`src/rtl/ifetch_pkg.sv`:
```
package ifetch_pkg;
  typedef enum logic [1:0] {
    PH_FETCH = 2'd0,
    PH_INCR  = 2'd1,
    PH_EXEC  = 2'd2
  } phase_e;
endpackage

```
`src/rtl/ifetch_phase.sv`:
```
module ifetch_phase
  import ifetch_pkg::*;
(
  input  logic   clk_i,
  input  logic   rst_ni,
  input  logic   mem_ready_i,
  output phase_e phase_o
);
  phase_e phase_q, phase_d;

  always_comb begin
    phase_d = phase_q;
    unique case (phase_q)
      PH_FETCH: if (mem_ready_i) phase_d = PH_INCR;
      PH_INCR:  phase_d = PH_EXEC;
      PH_EXEC:  phase_d = PH_FETCH;
      default:  phase_d = PH_FETCH;
    endcase
  end

  always_ff @(posedge clk_i or negedge rst_ni) begin
    if (!rst_ni) phase_q <= PH_FETCH;
    else         phase_q <= phase_d;
  end

  assign phase_o = phase_q;
endmodule

```
`src/rtl/ifetch_pc.sv`:
```
module ifetch_pc
  import ifetch_pkg::*;
#(
  parameter int unsigned          ADDR_W     = 32,
  parameter logic [ADDR_W-1:0]    RESET_PC   = 32'h0040_0000,
  parameter int unsigned          STEP       = 4,
  parameter int unsigned          ALIGN_BITS = 2
) (
  input  logic              clk_i,
  input  logic              rst_ni,
  input  phase_e            phase_i,
  input  logic              jump_i,
  input  logic [ADDR_W-1:0] jump_target_i,
  output logic [ADDR_W-1:0] pc_o,
  output logic              align_err_o
);
  logic [ADDR_W-1:0] pc_q, pc_d;
  logic              err_q, err_d;
  logic              tgt_misaligned;

  generate
    if (ALIGN_BITS == 0) begin : g_noalign
      assign tgt_misaligned = 1'b0;
    end else begin : g_align
      assign tgt_misaligned = |jump_target_i[ALIGN_BITS-1:0];
    end
  endgenerate

  always_comb begin
    pc_d  = pc_q;
    err_d = err_q;
    unique case (phase_i)
      PH_INCR: pc_d = pc_q + ADDR_W'(STEP);
      PH_EXEC: begin
        err_d = jump_i && tgt_misaligned;
        if (jump_i && !tgt_misaligned) pc_d = jump_target_i;
      end
      default: ;
    endcase
  end

  always_ff @(posedge clk_i or negedge rst_ni) begin
    if (!rst_ni) begin
      pc_q  <= RESET_PC;
      err_q <= 1'b0;
    end else begin
      pc_q  <= pc_d;
      err_q <= err_d;
    end
  end

  assign pc_o        = pc_q;
  assign align_err_o = err_q;
endmodule

```
`src/rtl/ifetch_ir.sv`:
```
module ifetch_ir #(
  parameter int unsigned INSTR_W = 32
) (
  input  logic               clk_i,
  input  logic               rst_ni,
  input  logic               load_i,
  input  logic [INSTR_W-1:0] data_i,
  output logic [INSTR_W-1:0] ir_o
);
  always_ff @(posedge clk_i or negedge rst_ni) begin
    if (!rst_ni)     ir_o <= '0;
    else if (load_i) ir_o <= data_i;
  end
endmodule

```
`src/rtl/ifetch_seq.sv`:
```
module ifetch_seq
  import ifetch_pkg::*;
#(
  parameter int unsigned       ADDR_W   = 32,
  parameter int unsigned       INSTR_W  = 32,
  parameter logic [ADDR_W-1:0] RESET_PC = 32'h0040_0000
) (
  input  logic               clk_i,
  input  logic               rst_ni,
  output logic               imem_req_o,
  output logic [ADDR_W-1:0]  imem_addr_o,
  input  logic [INSTR_W-1:0] imem_data_i,
  input  logic               imem_ready_i,
  input  logic               jump_i,
  input  logic [ADDR_W-1:0]  jump_target_i,
  output logic [INSTR_W-1:0] instr_o,
  output logic [ADDR_W-1:0]  pc_o,
  output logic [1:0]         phase_o,
  output logic               align_err_o
);
  localparam int unsigned STEP       = INSTR_W / 8;
  localparam int unsigned ALIGN_BITS = $clog2(STEP);

  phase_e            phase;
  logic [ADDR_W-1:0] pc;
  logic              fetch_hit;

  ifetch_phase u_phase (
    .clk_i       (clk_i),
    .rst_ni      (rst_ni),
    .mem_ready_i (imem_ready_i),
    .phase_o     (phase)
  );

  ifetch_pc #(
    .ADDR_W     (ADDR_W),
    .RESET_PC   (RESET_PC),
    .STEP       (STEP),
    .ALIGN_BITS (ALIGN_BITS)
  ) u_pc (
    .clk_i         (clk_i),
    .rst_ni        (rst_ni),
    .phase_i       (phase),
    .jump_i        (jump_i),
    .jump_target_i (jump_target_i),
    .pc_o          (pc),
    .align_err_o   (align_err_o)
  );

  assign fetch_hit = (phase == PH_FETCH) && imem_ready_i;

  ifetch_ir #(.INSTR_W(INSTR_W)) u_ir (
    .clk_i  (clk_i),
    .rst_ni (rst_ni),
    .load_i (fetch_hit),
    .data_i (imem_data_i),
    .ir_o   (instr_o)
  );

  assign imem_req_o  = (phase == PH_FETCH);
  assign imem_addr_o = pc;
  assign pc_o        = pc;
  assign phase_o     = phase;
endmodule

```
`config.mk`:
```
export PLATFORM = sky130hd
export DESIGN_NAME = ifetch_seq
export DESIGN_NICKNAME = d
export VERILOG_FILES = /design/src/rtl/ifetch_pkg.sv /design/src/rtl/ifetch_phase.sv /design/src/rtl/ifetch_pc.sv /design/src/rtl/ifetch_ir.sv /design/src/rtl/ifetch_seq.sv
export SDC_FILE = /design/constraint.sdc
export NUM_CORES = 1
export LEC_CHECK = 0
export ABC_AREA = 1
export CAP_MARGIN = 20
export CORE_MARGIN = 2
export CORE_UTILIZATION = 47
export DETAILED_ROUTE_END_ITERATION = 8
export PLACE_DENSITY = 0.88
export RECOVER_POWER = 25
export SLEW_MARGIN = 10
export SYNTH_ARGS = -nofsm -noshare
export SYNTH_HDL_FRONTEND = slang
export SYNTH_HIERARCHICAL = 1
export SYNTH_SLANG_ARGS = --single-unit
```
`constraint.sdc`:
```
create_clock -name clk_i -period 2.4 [get_ports clk_i]
set_input_delay 0.6 -clock clk_i [delete_from_list [all_inputs] [get_ports clk_i]]
set_output_delay 0.6 -clock clk_i [all_outputs]
set_load 0.02 [all_outputs]
```
==> results by group <==
Routing
  • Routed wire per std cell: 13.3 um
  • WL met3: 1180 um
  • Vias: 4180
  • Via-to-Cell Ratio: 5.03
  • Iter 0 DRT Violations: 227
  • # DRC: 0
  • Top Layer Used: met4
  • TritonRoute pass-1 iters: 5
  • Post-DRT Antenna Nets: 0
  • Routed WL: around 11000 um
  • Met1 wire length: 4380 um
  • WL met2: 5240 um

Power and ir drop
  • Maximum VDD drop: 0.000494 V
  • Leakage power: between 2 and 3 nW
  • Design Power: around 6.7 mW
  • PD cells: between 1000 and 1500 nW/um^2

GRT
  • GRT overflow: 0
  • Vias in the first global route: about 4000
  • Largest net degree at the start of global routing: 54
  • First-pass GRT wire length: ~18000 um
  • Initial antenna violation count: 0
  • Gr usage total: 23.2%

Clock tree
  • CTS tree: yes
  • H-tree depth: 3
  • Clock Latency Late Sink: 0.34 ns
  • Num CTS Buffers: 9
  • Post-CTS Setup Inserts: 0
  • Cts repair resizes: 0
  • CTS Buffer Depth: 2
  • Root Buffer: clkbuf_8
  • Clock-pin slew on the worst setup and hold paths: approximately 0.070 ns
  • CTS Hold Bufs: 0
  • CTS sink cnt: 67

Final layout
  • Multi-input combinational cell area: 1820 sq um
  • Register area: 1680 sq um
  • Antenna diode count: 0
  • Share of cells above drive strength 1: 8.30%
  • Nets: 788
  • Area grow syn2layout: 40.5%
  • FILL cells: 683
  • Post-layout util: between 60% and 70%

STA
  • Fin worst setup slack: 0.206 ns
  • Max-slew violation count: 35
  • Worst Max-Slew Pin Slew: 1.96 ns
  • Total Neg Setup Slack: 0 ns
  • Finish-stage setup viols: 0
  • Slew margin rel.: -30.4%
  • Hold Fails Final Rpt: 0
  • Fin crit period: 2.19 ns
  • RSZ-0062 raised after global routing: no
  • Final period utilization: 91.4%
  • Max frequency: 0.456 GHz
  • Clock Skew: roughly 0.0098 ns

Critical path
  • Cell family with most CP delay: buffers and inverters
  • Worst EP arrival: 1.59 ns
  • CP peak stage delay: between 0.6 and 0.7 ns
  • Type of element launching the critical path: flip-flop
  • Data required, critical path: 1.80 ns
  • Crit-path most repeated cell: inv_1
  • CP bufs+invs: 3
  • Critical Path End Type: output pin
  • Crit-path max FO: 6
  • Cells along the critical path: inv_1 -> nand2_2 -> inv_1 -> clkdlybuf4s50_1
  • Setup CP Type: reg2out
  • Slowest cell on the critical path: clkdlybuf4s50_1

Logic synthesis
  • #FFs+latches synth: 67
  • Synth Instances: 583
  • Syn Nets: about 650
  • Synth Warn #: 6
  • Synth Cell Area: 4090 sq um
  • Mapped Avg Cell Area: 7.02 sq um
  • Register area share after synthesis: between 40% and 50%
  • Synth cell types: 29

Floorplanning
  • Initial Utilization: 47.6%
  • Top Ports: 168
  • Cell Rows: 34
  • Area of the die: 9460 sq um
  • Die Ht: 97.3 um
  • Core ar.: 8590 sq um
  • Die W: 97.3 um

Run status
  • Status: finished with violations
  • Failing checks: capacitance limit, slew limit

Place
  • Dpl ws: 0.335 ns
  • Placer congestion estimate: 0.941
  • Post-DP HPWL: 8110 um
  • Port buffer count: roughly 170

Worst hold path
  • Min-Delay Path Class: reg2reg

Run
  • Max_cap viols: 1
[worst min-delay path, delay by kind of cell (launching register included)]
family | cells | cell delay (ns)
flip-flops | 1 | 0.35
AND/OR/NAND/NOR | 2 | 0.10
[cell usage after synthesis]
cell type,count,area share [%]
buf_2,6,0.73
or2_2,1,0.15
nor2_1,73,6.7
nand2_1,231,21
buf_6,5,1.4
and2_1,1,0.15
dfrtp_1,66,40
a31oi_1,2,0.31
o21ai_0,19,2.3
o21bai_2,1,0.28
ha_1,1,0.31
buf_4,35,6.4
nand3_1,33,4.0
clkbuf_1,1,0.092
nand4_1,2,0.31
o21ai_4,1,0.40
inv_2,4,0.37
a21oi_1,22,2.7
nor2_8,1,0.49
nor2_2,11,1.7
clkbuf_8,3,1.0
nand2_4,1,0.28
inv_1,41,3.8
nand2_2,15,2.3
nor2_4,2,0.55
buf_12,1,0.49
dfstp_2,1,0.64
inv_8,1,0.28
o22ai_1,2,0.31
[power breakdown]
part	leakage [nW]	internal (mW)	switching [mW]
logic	1.79	1.64	1.96
registers	0.817	1.54	0.561
clock network	0.0995	0.531	0.420
total	2.71	3.71	2.94
[layout by cell type (no fill, tap or decap), drive strengths merged, types with 2 or more instances in the layout]
master and n:
a21oi 22, a31oi 2, buf 7, clkbuf 16, clkdlybuf4s50 165, dfrtp 66, inv 46, nand2 247
nand3 33, nand4 2, nor2 87, o21ai 20, o22ai 2
[metrics by stage]
step	hold WS [ns]	cells	instance area (sq um)
6_report	0.476	831	5750
5_1_grt	0.502	831	5750
4_1_cts	0.362	831	5750
3_5_place_dp	0.460	816	5560
3_3_place_gp	0.453	816	5560
2_1_floorplan	0.304	583	4090
[registers in the layout, indices dropped and copies added, names as in the netlist]
register,cells
u_pc/pc_o,32
u_ir/ir_o,32
u_phase/phase_o,2
u_pc/align_err_o,1
[kinds of logic (layout without fill, tap and decap cells)]
group	after synthesis	count (layout)	synth area share, %
buffers and inverters	97	237	14.5
and+or+nand+nor	371	371	37.8
DFF	67	67	41.0
AOI/OAI and AO/OA	47	47	6.30
adders and majority gates	1	1	0.306
[final cells by class]
| type | count | share of cell area (%) |
|---|---|---|
| multi-input cells | 419 | 31.7 |
| repair buffers | 176 | 30.3 |
| flip-flops and latches | 67 | 29.2 |
| inverters | 46 | 3.14 |
| clock buffers | 13 | 2.77 |
| well taps | 108 | 2.35 |
| clock inverters | 2 | 0.610 |
[final timing paths]
path                            slack, ns                           start                        end  cells after the start
worst min-delay path                 0.48       u_ir/ir_o[29]$_DFFE_PN0P_  u_ir/ir_o[29]$_DFFE_PN0P_                      2
max in group asynchronous            0.47                          rst_ni  u_pc/pc_o[25]$_DFFE_PN0P_                      1
min in group asynchronous            0.79                          rst_ni   u_pc/pc_o[4]$_DFFE_PN0P_                      1
worst max register to register       0.67        u_pc/pc_o[3]$_DFFE_PN0P_  u_pc/pc_o[22]$_DFFE_PN1P_                     10
worst min register to register       0.48       u_ir/ir_o[29]$_DFFE_PN0P_  u_ir/ir_o[29]$_DFFE_PN0P_                      2
worst max-delay path                 0.21  u_phase/phase_o[1]$_DFFE_PN0P_                 imem_req_o                      4
[per-layer routing]
metal	up-vias	GRT usage [%]
li1	2034	-
met1	1905	27.5
met2	216	38.9
met3	25	8.42
met4	0	8.55
met5	-	0
No activity file was read; power rests on OpenSTA's default activity.
